**src/rtl/bo_pkg.sv**
```systemverilog
package bo_pkg;

   typedef enum logic [1:0] {
      OWN_IDLE  = 2'd0,
      OWN_LIVE  = 2'd1,
      OWN_RECOV = 2'd2
   } own_state_e;

   function automatic int idx_width(input int n);
      return (n > 1) ? $clog2(n) : 1;
   endfunction

endpackage

```
**src/rtl/bo_prio.sv**
```systemverilog
module bo_prio #(
   parameter int N_MST = 2,
   localparam int IW = bo_pkg::idx_width(N_MST)
) (
   input  logic [N_MST-1:0] req_i,
   output logic             vld_o,
   output logic [IW-1:0]    idx_o
);

   always_comb begin
      vld_o = 1'b0;
      idx_o = '0;
      for (int k = N_MST - 1; k >= 0; k--) begin
         if (req_i[k]) begin
            vld_o = 1'b1;
            idx_o = IW'(k);
         end
      end
   end

endmodule

```
**src/rtl/bo_cfg.sv**
```systemverilog
module bo_cfg #(
   parameter int N_MST = 2
) (
   input  logic             clk,
   input  logic             rst_n,
   input  logic [N_MST-1:0] wr_i,
   input  logic [N_MST-1:0] fwd_i,
   input  logic [N_MST-1:0] mask_i,
   input  logic [N_MST-1:0] rec_i,
   output logic [N_MST-1:0] fwd_q,
   output logic [N_MST-1:0] mask_q,
   output logic             rec_en_q
);

   logic rec_nxt;

   for (genvar k = 0; k < N_MST; k++) begin : g_mst
      always_ff @(posedge clk or negedge rst_n) begin
         if (!rst_n) begin
            fwd_q[k]  <= 1'b0;
            mask_q[k] <= 1'b0;
         end else if (wr_i[k]) begin
            fwd_q[k]  <= fwd_i[k];
            mask_q[k] <= mask_i[k];
         end
      end
   end

   always_comb begin
      rec_nxt = rec_en_q;
      for (int k = N_MST - 1; k >= 0; k--) begin
         if (wr_i[k]) begin
            rec_nxt = rec_i[k];
         end
      end
   end

   always_ff @(posedge clk or negedge rst_n) begin
      if (!rst_n) begin
         rec_en_q <= 1'b0;
      end else begin
         rec_en_q <= rec_nxt;
      end
   end

endmodule

```
**src/rtl/bo_owner.sv**
```systemverilog
module bo_owner #(
   parameter int N_MST     = 2,
   parameter int RST_OWNER = 0,
   localparam int IW = bo_pkg::idx_width(N_MST)
) (
   input  logic             clk,
   input  logic             rst_n,
   input  logic             win_vld_i,
   input  logic [IW-1:0]    win_idx_i,
   input  logic             rec_en_i,
   input  logic             rec_done_i,
   output logic [N_MST-1:0] conn_o,
   output logic [N_MST-1:0] lost_set_o,
   output logic             rec_start_o,
   output logic             busy_o
);

   import bo_pkg::*;

   localparam own_state_e RST_STATE = (RST_OWNER < 0) ? OWN_IDLE : OWN_LIVE;
   localparam logic [IW-1:0] RST_IDX = IW'((RST_OWNER < 0) ? 0 : RST_OWNER);

   if (RST_OWNER < -1 || RST_OWNER >= N_MST) begin : g_bad_rst
      $error("bo_owner: RST_OWNER must be -1 or a valid master index");
   end

   own_state_e       state_q, state_d;
   logic [IW-1:0]    cur_q, cur_d;
   logic             start_q, start_d;

   always_comb begin
      state_d    = state_q;
      cur_d      = cur_q;
      start_d    = 1'b0;
      lost_set_o = '0;
      case (state_q)
         OWN_IDLE, OWN_LIVE: begin
            if (win_vld_i && !(state_q == OWN_LIVE && win_idx_i == cur_q)) begin
               if (state_q == OWN_LIVE) begin
                  lost_set_o[cur_q] = 1'b1;
               end
               cur_d = win_idx_i;
               if (rec_en_i) begin
                  state_d = OWN_RECOV;
                  start_d = 1'b1;
               end else begin
                  state_d = OWN_LIVE;
               end
            end
         end
         OWN_RECOV: begin
            if (win_vld_i) begin
               cur_d = win_idx_i;
            end
            if (rec_done_i) begin
               state_d = OWN_LIVE;
            end
         end
         default: begin
            state_d = OWN_IDLE;
         end
      endcase
   end

   always_ff @(posedge clk or negedge rst_n) begin
      if (!rst_n) begin
         state_q <= RST_STATE;
         cur_q   <= RST_IDX;
         start_q <= 1'b0;
      end else begin
         state_q <= state_d;
         cur_q   <= cur_d;
         start_q <= start_d;
      end
   end

   assign conn_o      = (state_q == OWN_LIVE) ? (N_MST'(1) << cur_q) : '0;
   assign rec_start_o = start_q;
   assign busy_o      = (state_q == OWN_RECOV);

endmodule

```
**src/rtl/bo_irq.sv**
```systemverilog
module bo_irq (
   input  logic clk,
   input  logic rst_n,
   input  logic lost_set_i,
   input  logic clr_i,
   input  logic fwd_i,
   input  logic mask_i,
   input  logic ds_act_i,
   output logic lost_q,
   output logic int_n_o
);

   always_ff @(posedge clk or negedge rst_n) begin
      if (!rst_n) begin
         lost_q <= 1'b0;
      end else if (lost_set_i) begin
         lost_q <= 1'b1;
      end else if (clr_i) begin
         lost_q <= 1'b0;
      end
   end

   assign int_n_o = !(!mask_i && (lost_q || (fwd_i && ds_act_i)));

endmodule

```
**src/rtl/busown_ctrl.sv**
```systemverilog
module busown_ctrl #(
   parameter int N_MST     = 2,
   parameter int RST_OWNER = 0
) (
   input  logic             clk,
   input  logic             rst_n,
   input  logic [N_MST-1:0] take_req_i,
   input  logic [N_MST-1:0] irq_clr_i,
   input  logic [N_MST-1:0] cfg_wr_i,
   input  logic [N_MST-1:0] cfg_fwd_i,
   input  logic [N_MST-1:0] cfg_mask_i,
   input  logic [N_MST-1:0] cfg_rec_i,
   input  logic             ds_int_n_i,
   input  logic             rec_done_i,
   output logic [N_MST-1:0] conn_o,
   output logic [N_MST-1:0] int_n_o,
   output logic             rec_start_o
);

   localparam int IW = bo_pkg::idx_width(N_MST);

   if (N_MST < 2) begin : g_bad_n
      $error("busown_ctrl: N_MST must be at least 2");
   end

   logic             win_vld;
   logic [IW-1:0]    win_idx;
   logic [N_MST-1:0] fwd_q;
   logic [N_MST-1:0] mask_q;
   logic             rec_en_q;
   logic [N_MST-1:0] lost_set;
   logic [N_MST-1:0] lost_flag;
   logic             rec_busy;

   bo_prio #(.N_MST(N_MST)) u_prio (
      .req_i (take_req_i),
      .vld_o (win_vld),
      .idx_o (win_idx)
   );

   bo_cfg #(.N_MST(N_MST)) u_cfg (
      .clk      (clk),
      .rst_n    (rst_n),
      .wr_i     (cfg_wr_i),
      .fwd_i    (cfg_fwd_i),
      .mask_i   (cfg_mask_i),
      .rec_i    (cfg_rec_i),
      .fwd_q    (fwd_q),
      .mask_q   (mask_q),
      .rec_en_q (rec_en_q)
   );

   bo_owner #(.N_MST(N_MST), .RST_OWNER(RST_OWNER)) u_owner (
      .clk         (clk),
      .rst_n       (rst_n),
      .win_vld_i   (win_vld),
      .win_idx_i   (win_idx),
      .rec_en_i    (rec_en_q),
      .rec_done_i  (rec_done_i),
      .conn_o      (conn_o),
      .lost_set_o  (lost_set),
      .rec_start_o (rec_start_o),
      .busy_o      (rec_busy)
   );

   for (genvar k = 0; k < N_MST; k++) begin : g_irq
      bo_irq u_irq (
         .clk        (clk),
         .rst_n      (rst_n),
         .lost_set_i (lost_set[k]),
         .clr_i      (irq_clr_i[k]),
         .fwd_i      (fwd_q[k]),
         .mask_i     (mask_q[k]),
         .ds_act_i   (!ds_int_n_i),
         .lost_q     (lost_flag[k]),
         .int_n_o    (int_n_o[k])
      );
   end

endmodule

```
**config.mk**
```make
export PLATFORM = sky130hd
export DESIGN_NAME = busown_ctrl
export DESIGN_NICKNAME = d
export VERILOG_FILES = /design/src/rtl/bo_pkg.sv /design/src/rtl/bo_prio.sv /design/src/rtl/bo_cfg.sv /design/src/rtl/bo_owner.sv /design/src/rtl/bo_irq.sv /design/src/rtl/busown_ctrl.sv
export SDC_FILE = /design/constraint.sdc
export NUM_CORES = 1
export LEC_CHECK = 0
export BUFFER_PORTS_ARGS = -buffer_cell sky130_fd_sc_hd__buf_2
export CAP_MARGIN = 5
export CORE_AREA = 2 2 39 41
export CTS_CLUSTER_DIAMETER = 120
export DETAILED_ROUTE_END_ITERATION = 10
export DIE_AREA = 0 0 41 43
export HOLD_SLACK_MARGIN = 0.08
export PLACE_DENSITY_LB_ADDON = 0.15
export SLEW_MARGIN = 40
export SYNTH_ARGS = -nofsm -noshare
export SYNTH_HDL_FRONTEND = slang
export SYNTH_HIERARCHICAL = 1
export SYNTH_SLANG_ARGS = --single-unit
export TNS_END_PERCENT = 5
```
**constraint.sdc**
```tcl
create_clock -name clk -period 1.5 [get_ports clk]
set_input_delay 0.15 -clock clk [delete_from_list [all_inputs] [get_ports clk]]
set_output_delay 0.15 -clock clk [all_outputs]
set_load 0.01 [all_outputs]
```
==> metrics, run 1 <==
first-pass GRT wire length 1.45 mm; clk root buf clkbuf_4; Buffers on Ports 20; drt wl/cell 10.3 um; Starting Density 0.375; met2 WL 396 um; DIE AREA 1760 um2; post-DR vias/cell 4.79; global placer's final weighted congestion 0.597; largest net degree at the start of global routing 12; yosys warns 6; total grt overflow 0; crit path time final 1.34 ns; DP Wirelength 712 um; syn_area_per_cell 11.5 um2; synth-to-layout area growth 31.1%; hold_ws 0.121 ns; Num CTS Buffers 3; CP Class reg2out; Chip Height 43 um; setup TNS 0 ns; final count of hold timing violations 0; cell area after synthesis 519 um2; CP required 1.35 ns; Routed Antenna Nets 0; CP arrival 1.19 ns; register area share after synthesis 0.533; PwrDens 1250 nW/um2; outcome finished, final reports clean; RSZ-0062 raised after global routing false; cell area after layout 681 um2; Max Clock Skew 0.000668 ns; final count of negative-setup-slack endpoints 0; length of routed met3 wiring 104 um; clk sinks 11; Rel. slew slack 0.830; Max IR drop VDD 709 uV; Slew @ Worst Pin 0.254 ns; Finished Core Util 0.492; Final #Nets 87; Clock Latency Late Sink 0.26 ns; Total GRT Usage 0.126; period utilization 0.895; WL final 886 um; buffer count from post-CTS setup fixing 0; die width 41 um; antenna diode count 0; core region area 1380 um2; Slew Limit Fails 0; Clock transition at path regs 0.07 ns; synth unique cells 22; MaxCap Viol Count 0; syn nets 61; path type of the worst min-delay path in2reg; met1 wire length 367 um; Post-Synthesis Cells 45; Initial DRC Count 1; vias in the first global route 382; IO Pins 21; Post-DP Area 639 um2; DRC 0; Clock Path Buffers 2; Worst setup EP type output port; Rows 14; CP startpoint kind flip-flop; f_max 0.745 GHz; total number of vias 412; synthesis-stage register bit count 11; CTS tree built; crit path max fanout 7; H-tree depth 1; Initial DRT Pass Iterations 4; Leakage Power 0.363 nW; highest routed metal layer met4; layout cells sized above 1 0.500; initial antenna violation count 0
sequential cells by signal, summed over array words and instances (netlist names):
| register | cells |
|---|---|
| g_irq.u_irq/lost_q | 2 |
| u_cfg/fwd_q | 2 |
| u_cfg/mask_q | 2 |
| u_cfg/rec_en_q | 1 |
| u_owner/cur_q | 1 |
| u_owner/rec_start_o | 1 |
| u_owner/state_q | 2 |
worst max-delay path: stages, from the launching register on:
cell     delay (ns)
dfstp_2        0.58
nor3b_2        0.20
buf_2          0.16
Yosys cell counts:
library cell  instances  area share
a211oi_1              1       0.014
a211oi_2              1       0.024
a21o_1                1       0.014
a21o_2                2       0.034
a21oi_1               2       0.019
and2b_2               1       0.017
and3_1                1       0.012
and3b_1               1       0.017
and3b_2               1       0.019
dfrtp_1              10        0.48
dfstp_2               1       0.051
inv_1                 4       0.029
mux2_2                5        0.11
mux2i_1               1       0.019
nand2_1               4       0.029
nand2b_1              1       0.012
nor2b_1               1       0.012
nor3_1                1      0.0096
nor3b_1               1       0.014
o21ai_1               1      0.0096
or2_1                 3       0.036
xnor2_1               1       0.017
metal layers:
layer  vias up  global-route usage
li1        205                   -
met1       182               0.125
met2        21               0.203
met3         4              0.0471
met4         0              0.0800
met5         -                   0
final timing paths:
kind | slack, ns | cells past startpoint | endpoint | start
max | 0.16 | 2 | conn_o[0] | u_owner/state_q[0]
min | 0.12 | 3 | u_cfg/rec_en_q | cfg_rec_i[0]
max reg2reg | 0.35 | 3 | u_owner/cur_q | u_owner/state_q[0]
min reg2reg | 0.49 | 1 | g_irq[0].u_irq/lost_q | g_irq[0].u_irq/lost_q
max in group asynchronous | 0.95 | 2 | u_owner/state_q[0] | rst_n
min in group asynchronous | 0.29 | 2 | u_cfg/rec_en_q | rst_n
what timing repair did:
action,4_1_cts,5_1_grt
gates resized for setup,0,1
hold buffers,1,0
endpoints found under the hold margin,11,0
endpoints found under the setup margin,0,1
layout make-up:
class                           count  area [um2]
Fill cell                         138         703
Sequential cell                    11         277
Multi-Input combinational cell     30         233
Timing Repair Buffer               21         110
Clock buffer                        4        26.3
Tap cell                           16        20.0
Inverter                            4        15.0
per-stage QoR:
stage               worst slack (ns)  std cells  power, W
floorplan                      0.235         45  0.000568
global placement               0.340         81  0.000652
detailed placement             0.336         81  0.000656
CTS                           0.0648         86  0.000855
global route                  0.0725         86  0.000919
finish                         0.158         86  0.000849
power breakdown:
part / total [W] / switching, W / internal (W)
clock network: 0.000193 / 0.0000906 / 0.000103
logic: 0.000231 / 0.0000963 / 0.000135
registers: 0.000424 / 0.0000573 / 0.000367
placed cells by master, fill, tap and decap left out, types with 2 or more instances in the layout:
master,count
dfrtp_1,10
buf_2,20
inv_1,4
nand2_1,4
clkbuf_4,3
a21oi_1,2
a21o_2,2
or2_1,3
mux2_2,5
kinds of logic after synthesis:
group	count (synthesis)	synth area share
compound gates	8	0.116
buf+inv	4	0.0289
flops	11	0.533
mux	6	0.128
simple gates	15	0.178
xor+xnor	1	0.0169
No activity file was read; power rests on OpenSTA's default activity.
==> run 2, diff against run 1 <==
--- a/config.mk
+++ b/config.mk
@@ -6,7 +6,6 @@
 export NUM_CORES = 1
 export LEC_CHECK = 0
 export BUFFER_PORTS_ARGS = -buffer_cell sky130_fd_sc_hd__buf_2
-export CAP_MARGIN = 5
 export CORE_AREA = 2 2 39 41
 export CTS_CLUSTER_DIAMETER = 120
 export DETAILED_ROUTE_END_ITERATION = 10
==> constraint.sdc (replaced) <==
create_clock -name clk -period 1.55 [get_ports clk]
set_input_delay 0.155 -clock clk [delete_from_list [all_inputs] [get_ports clk]]
set_output_delay 0.155 -clock clk [all_outputs]
set_load 0.01 [all_outputs]
==> metrics, run 2 (synthesized netlist as in run 1, its figures left out) <==
Max Clock Skew 0.000816 ns (was 0.000668 ns); setup TNS 0 ns (unchanged); core region area 1380 um2 (unchanged); Total GRT Usage 0.124 (was 0.126); MaxCap Viol Count 0 (unchanged); CP startpoint kind flip-flop (unchanged); final worst setup slack 0.141 ns (was 0.158 ns); clk root buf clkbuf_4 (unchanged); IO Pins 21 (unchanged); total power 0.000817 W (was 0.000849 W); Buffers on Ports 20 (unchanged); worst r2r path cells 3 (unchanged); CP Class reg2out (unchanged); synth-to-layout area growth 30.1% (was 31.1%); Initial DRT Pass Iterations 1 (was 4); final count of negative-setup-slack endpoints 0 (unchanged); Max IR drop VDD 573 uV (was 709 uV); RSZ-0062 raised after global routing false (unchanged); WHS Endpoint u_cfg/rec_en_q (unchanged); antenna diode count 0 (unchanged); Finished Core Util 0.488 (was 0.492); CP required 1.39 ns (was 1.35 ns); global placer's final weighted congestion 0.591 (was 0.597); PwrDens 1210 nW/um2 (was 1250 nW/um2); Clock transition at path regs 0.07 ns (about the same); Rel. slew slack 0.832 (was 0.830); slowest CP cell dfstp_2 (unchanged); Worst setup EP type output port (unchanged); path type of the worst min-delay path in2reg (unchanged); worst slack, placed 0.416 ns (was 0.336 ns); DRC 0 (unchanged); vias in the first global route 362 (was 382); total number of vias 398 (was 412); Final Non-Filler Cells 86 (unchanged); Leakage Power 0.361 nW (was 0.363 nW); Num CTS Buffers 3 (unchanged); Net Sw Frac 0.290 (was 0.288); CP arrival 1.25 ns (was 1.19 ns); Chip Height 43 um (unchanged); final count of hold timing violations 0 (unchanged); R2R Path End g_irq[0].u_irq/lost_q (was u_owner/cur_q); DP Wirelength 711 um (was 712 um); Routed Antenna Nets 0 (unchanged); Final #Nets 87 (unchanged); die width 41 um (unchanged); crit path launch u_owner/state_q[0] (unchanged); Slew @ Worst Pin 0.251 ns (was 0.254 ns); CTS-repair resized insts 0 (unchanged); crit path time final 1.41 ns; Clk network pwr share 0.231 (was 0.228); Reg power frac 0.500 (about the same); WL final 883 um (was 886 um); placed cells 81 (unchanged); f_max 0.710 GHz; most frequent cells in the layout buf_2 (20), dfrtp_1 (10), mux2_2 (5) (unchanged); CP cell instances nor3b_1, buf_2 (was nor3b_2, buf_2); Initial DRC Count 0 (was 1); Reg-to-Reg Start u_owner/state_q[0] (unchanged); Clock Path Buffers 2 (unchanged); Clock Latency Late Sink 0.26 ns (about the same); Starting Density 0.375 (unchanged); Power Internal 0.000580 W (was 0.000605 W); period utilization 0.909; DIE AREA 1760 um2 (unchanged); hold wc startpoint cfg_rec_i[0] (unchanged); total grt overflow 0 (unchanged); Slew Limit Fails 0 (unchanged); fillers 130 (was 138); layout cells sized above 1 0.486 (was 0.500); crit-path max cell delay 0.58 ns (about the same); clk sinks 11 (unchanged); outcome finished, final reports clean (unchanged); post-DR vias/cell 4.63 (was 4.79); Rows 14 (unchanged); largest net degree at the start of global routing 12 (unchanged); crit path max fanout 7 (unchanged); r2r setup slk 0.40 ns (was 0.35 ns); NetSw 0.000237 W (was 0.000244 W); Comb pwr share 0.268 (was 0.272); most common cell after layout, fill and taps aside buf_2 (unchanged); first-pass GRT wire length 1.40 mm (was 1.45 mm); initial antenna violation count 0 (unchanged); CTS tree built (unchanged); drt wl/cell 10.3 um (about the same); H-tree depth 1 (unchanged); hold depth 3 (unchanged)
run 2: cell counts in the layout (fill, tap and decap cells not counted):
No cell type changed its count.
run 2: worst max-delay path by stage:
| stage | to | slack, ns |
|---|---|---|
| 4_1_cts | conn_o[0] | 0.13 |
| 3_5_place_dp | u_owner/cur_q | 0.42 |
| 2_1_floorplan | g_irq[0].u_irq/lost_q | 0.28 |
| 5_1_grt | conn_o[0] | 0.02 |
| 6_report | conn_o[0] | 0.14 |
| 3_3_place_gp | g_irq[0].u_irq/lost_q | 0.40 |
run 2: per-layer routing:
| layer | up-vias | wire length [um] | track usage | share of wire |
|---|---|---|---|---|
| li1 | 204 | - | - | - |
| met1 | 177 | 397 | 0.145 | 0.45 |
| met2 | 17 | 401 | 0.191 | 0.45 |
| met3 | 0 | 84 | 0.0314 | 0.095 |
| met4 | 0 | 0 | 0.0800 | 0 |
| met5 | - | 0 | 0 | 0 |
run 2: worst max-delay path, delay by kind of cell (launching register included):
| family | cells | cell delay [ns] |
|---|---|---|
| buffers and inverters | 1 | 0.18 |
| flip-flops | 1 | 0.58 |
| AND/OR/NAND/NOR | 1 | 0.24 |
run 2: area by class of cell:
type	count	area, um2	area share
Sequential cell	11	277	0.409
Clock buffer	4	26.3	0.0389
Multi-Input combinational cell	30	228	0.337
Timing Repair Buffer	21	110	0.163
Inverter	4	15.0	0.0222
Tap cell	16	20.0	0.0296
run 2: timing repair:
action | in CTS | in global routing
endpoints found under the hold margin | 11 | 0
hold buffers | 1 | 0
buffers inserted | 0 | 0
run 2: power groups by stage:
stage	logic, W	registers (W)	clock network [W]
6_report	0.000219	0.000409	0.000189
5_1_grt	0.000250	0.000418	0.000222
4_1_cts	0.000223	0.000409	0.000201
3_5_place_dp	0.000220	0.000416	0
3_3_place_gp	0.000219	0.000412	0
2_1_floorplan	0.000143	0.000406	0
run 2: through the flow:
| step | hold slack (ns) | cell area [um2] |
|---|---|---|
| after global routing | 0.110 | 676 |
| after floorplan | -0.141 | 519 |
| final | 0.115 | 676 |
| after CTS | 0.111 | 676 |
| after global placement | 0.0383 | 639 |
| after detailed placement | 0.0384 | 639 |
==> run 3, diff against run 2 <==
--- a/config.mk
+++ b/config.mk
@@ -11,7 +11,9 @@
 export DETAILED_ROUTE_END_ITERATION = 10
 export DIE_AREA = 0 0 41 43
 export HOLD_SLACK_MARGIN = 0.08
+export MAX_ROUTING_LAYER = met4
 export PLACE_DENSITY_LB_ADDON = 0.15
+export SETUP_SLACK_MARGIN = 0.1
 export SLEW_MARGIN = 40
 export SYNTH_ARGS = -nofsm -noshare
 export SYNTH_HDL_FRONTEND = slang
==> metrics, run 3 (synthesized netlist as in run 1, its figures left out) <==
final count of negative-setup-slack endpoints 0 (unchanged); antenna diode count 0 (unchanged); Num CTS Buffers 3 (unchanged); Routed Antenna Nets 0 (unchanged); CTS tree built (unchanged); synth-to-layout area growth 31.1% (was 30.1%); crit path time final 1.34 ns (was 1.41 ns); Finished Core Util 0.492 (was 0.488); CP startpoint kind flip-flop (unchanged); initial antenna violation count 0 (unchanged); most frequent cells in the layout buf_2 (20), dfrtp_1 (10), mux2_2 (5) (unchanged); die width 41 um (unchanged); period utilization 0.862 (was 0.909); final count of hold timing violations 0 (unchanged); DRC 0 (unchanged); CP Class reg2out (unchanged); CP required 1.39 ns (about the same); core region area 1380 um2 (unchanged); drt wl/cell 10.3 um (about the same); buffer count from post-CTS setup fixing 0 (unchanged); Initial DRC Count 0 (unchanged); IO Pins 21 (unchanged); Leakage Power 0.363 nW (was 0.361 nW); Rows 14 (unchanged); Total GRT Usage 0.127 (was 0.124); worst slack, placed 0.416 ns (unchanged); Initial DRT Pass Iterations 1 (unchanged); MaxCap Viol Count 0 (unchanged); H-tree depth 1 (unchanged); crit path max fanout 7 (unchanged); setup TNS 0 ns (unchanged); r2r setup slk 0.40 ns (about the same); PwrDens 1210 nW/um2 (about the same); outcome finished, final reports clean (unchanged); largest net degree at the start of global routing 12 (unchanged); Slew Limit Fails 0 (unchanged); f_max 0.749 GHz (was 0.710 GHz); Starting Density 0.375 (unchanged); Chip Height 43 um (unchanged); clk root buf clkbuf_4 (unchanged); Worst setup EP type output port (unchanged); total power 0.000823 W (was 0.000817 W); global placer's final weighted congestion 0.594 (was 0.591); first-pass GRT wire length 1.40 mm (unchanged); layout cells sized above 1 0.500 (was 0.486); total number of vias 406 (was 398); CP arrival 1.18 ns (was 1.25 ns); path type of the worst min-delay path in2reg (unchanged); Clock Path Buffers 2 (unchanged); clk sinks 11 (unchanged); final worst setup slack 0.214 ns (was 0.141 ns); most common cell after layout, fill and taps aside buf_2 (unchanged); Max Clock Skew 0.000790 ns (was 0.000816 ns); post-DR vias/cell 4.72 (was 4.63); vias in the first global route 362 (unchanged); Clock transition at path regs 0.07 ns (about the same); Max IR drop VDD 579 uV (was 573 uV); DP Wirelength 711 um (unchanged); Clock Latency Late Sink 0.26 ns (about the same); Buffers on Ports 20 (unchanged); RSZ-0062 raised after global routing false (unchanged); Slew @ Worst Pin 0.254 ns (was 0.251 ns); WL final 888 um (was 883 um); total grt overflow 0 (unchanged); Final #Nets 87 (unchanged); Rel. slew slack 0.831 (was 0.832); DIE AREA 1760 um2 (unchanged)
[run 3: cell counts in the layout (fill, tap and decap cells not counted)]
No cell type changed its count.
[run 3: repair_timing]
item,4_1_cts,5_1_grt
endpoints found under the hold margin,11,0
gates resized for setup,0,1
hold buffers,1,0
endpoints found under the setup margin,0,1
[run 3: cell type report]
class	count	area, um2
well taps	16	20.0
multi-input cells	30	233
flip-flops and latches	11	277
fillers	129	703
inverters	4	15.0
repair buffers	21	110
clock buffers	4	26.3
[run 3: per-layer routing]
layer	routed length, um	track usage	vias to the layer above	part of all wire
li1	-	-	207	-
met1	391	0.145	182	0.44
met2	412	0.191	17	0.46
met3	84	0.0314	0	0.095
met4	0	0.0800	0	0
met5	0	-	-	0
[run 3: final timing paths]
| path | from | endpoint | cells past startpoint |
|---|---|---|---|
| max in group asynchronous | rst_n | u_owner/state_q[0] | 2 |
| setup reg to reg | u_owner/state_q[0] | u_owner/cur_q | 3 |
| hold / removal | cfg_rec_i[0] | u_cfg/rec_en_q | 3 |
| hold reg to reg | g_irq[0].u_irq/lost_q | g_irq[0].u_irq/lost_q | 1 |
| setup / recovery | u_owner/state_q[0] | conn_o[0] | 2 |
| min in group asynchronous | rst_n | g_irq[0].u_irq/lost_q | 2 |
[run 3: where the power goes]
group | switching (W) | internal (W) | leakage [nW] | total [W]
logic | 0.0000935 | 0.000130 | 0.213 | 0.000224
registers | 0.0000554 | 0.000355 | 0.136 | 0.000411
clock network | 0.0000894 | 0.0000995 | 0.0150 | 0.000189
total | 0.000238 | 0.000585 | 0.363 | 0.000823
[run 3: critical path, cell delays in order, from the launching register on]
cell and delay [ns]:
dfstp_2 0.58, nor3b_2 0.18, buf_2 0.15
[run 3: per-stage QoR]
stage / std cells / hold WS [ns] / cell area [um2]
after floorplan: 45 / -0.141 / 519
after global placement: 81 / 0.0383 / 639
after detailed placement: 81 / 0.0384 / 639
after CTS: 86 / 0.111 / 676
after global routing: 86 / 0.110 / 681
final: 86 / 0.115 / 681
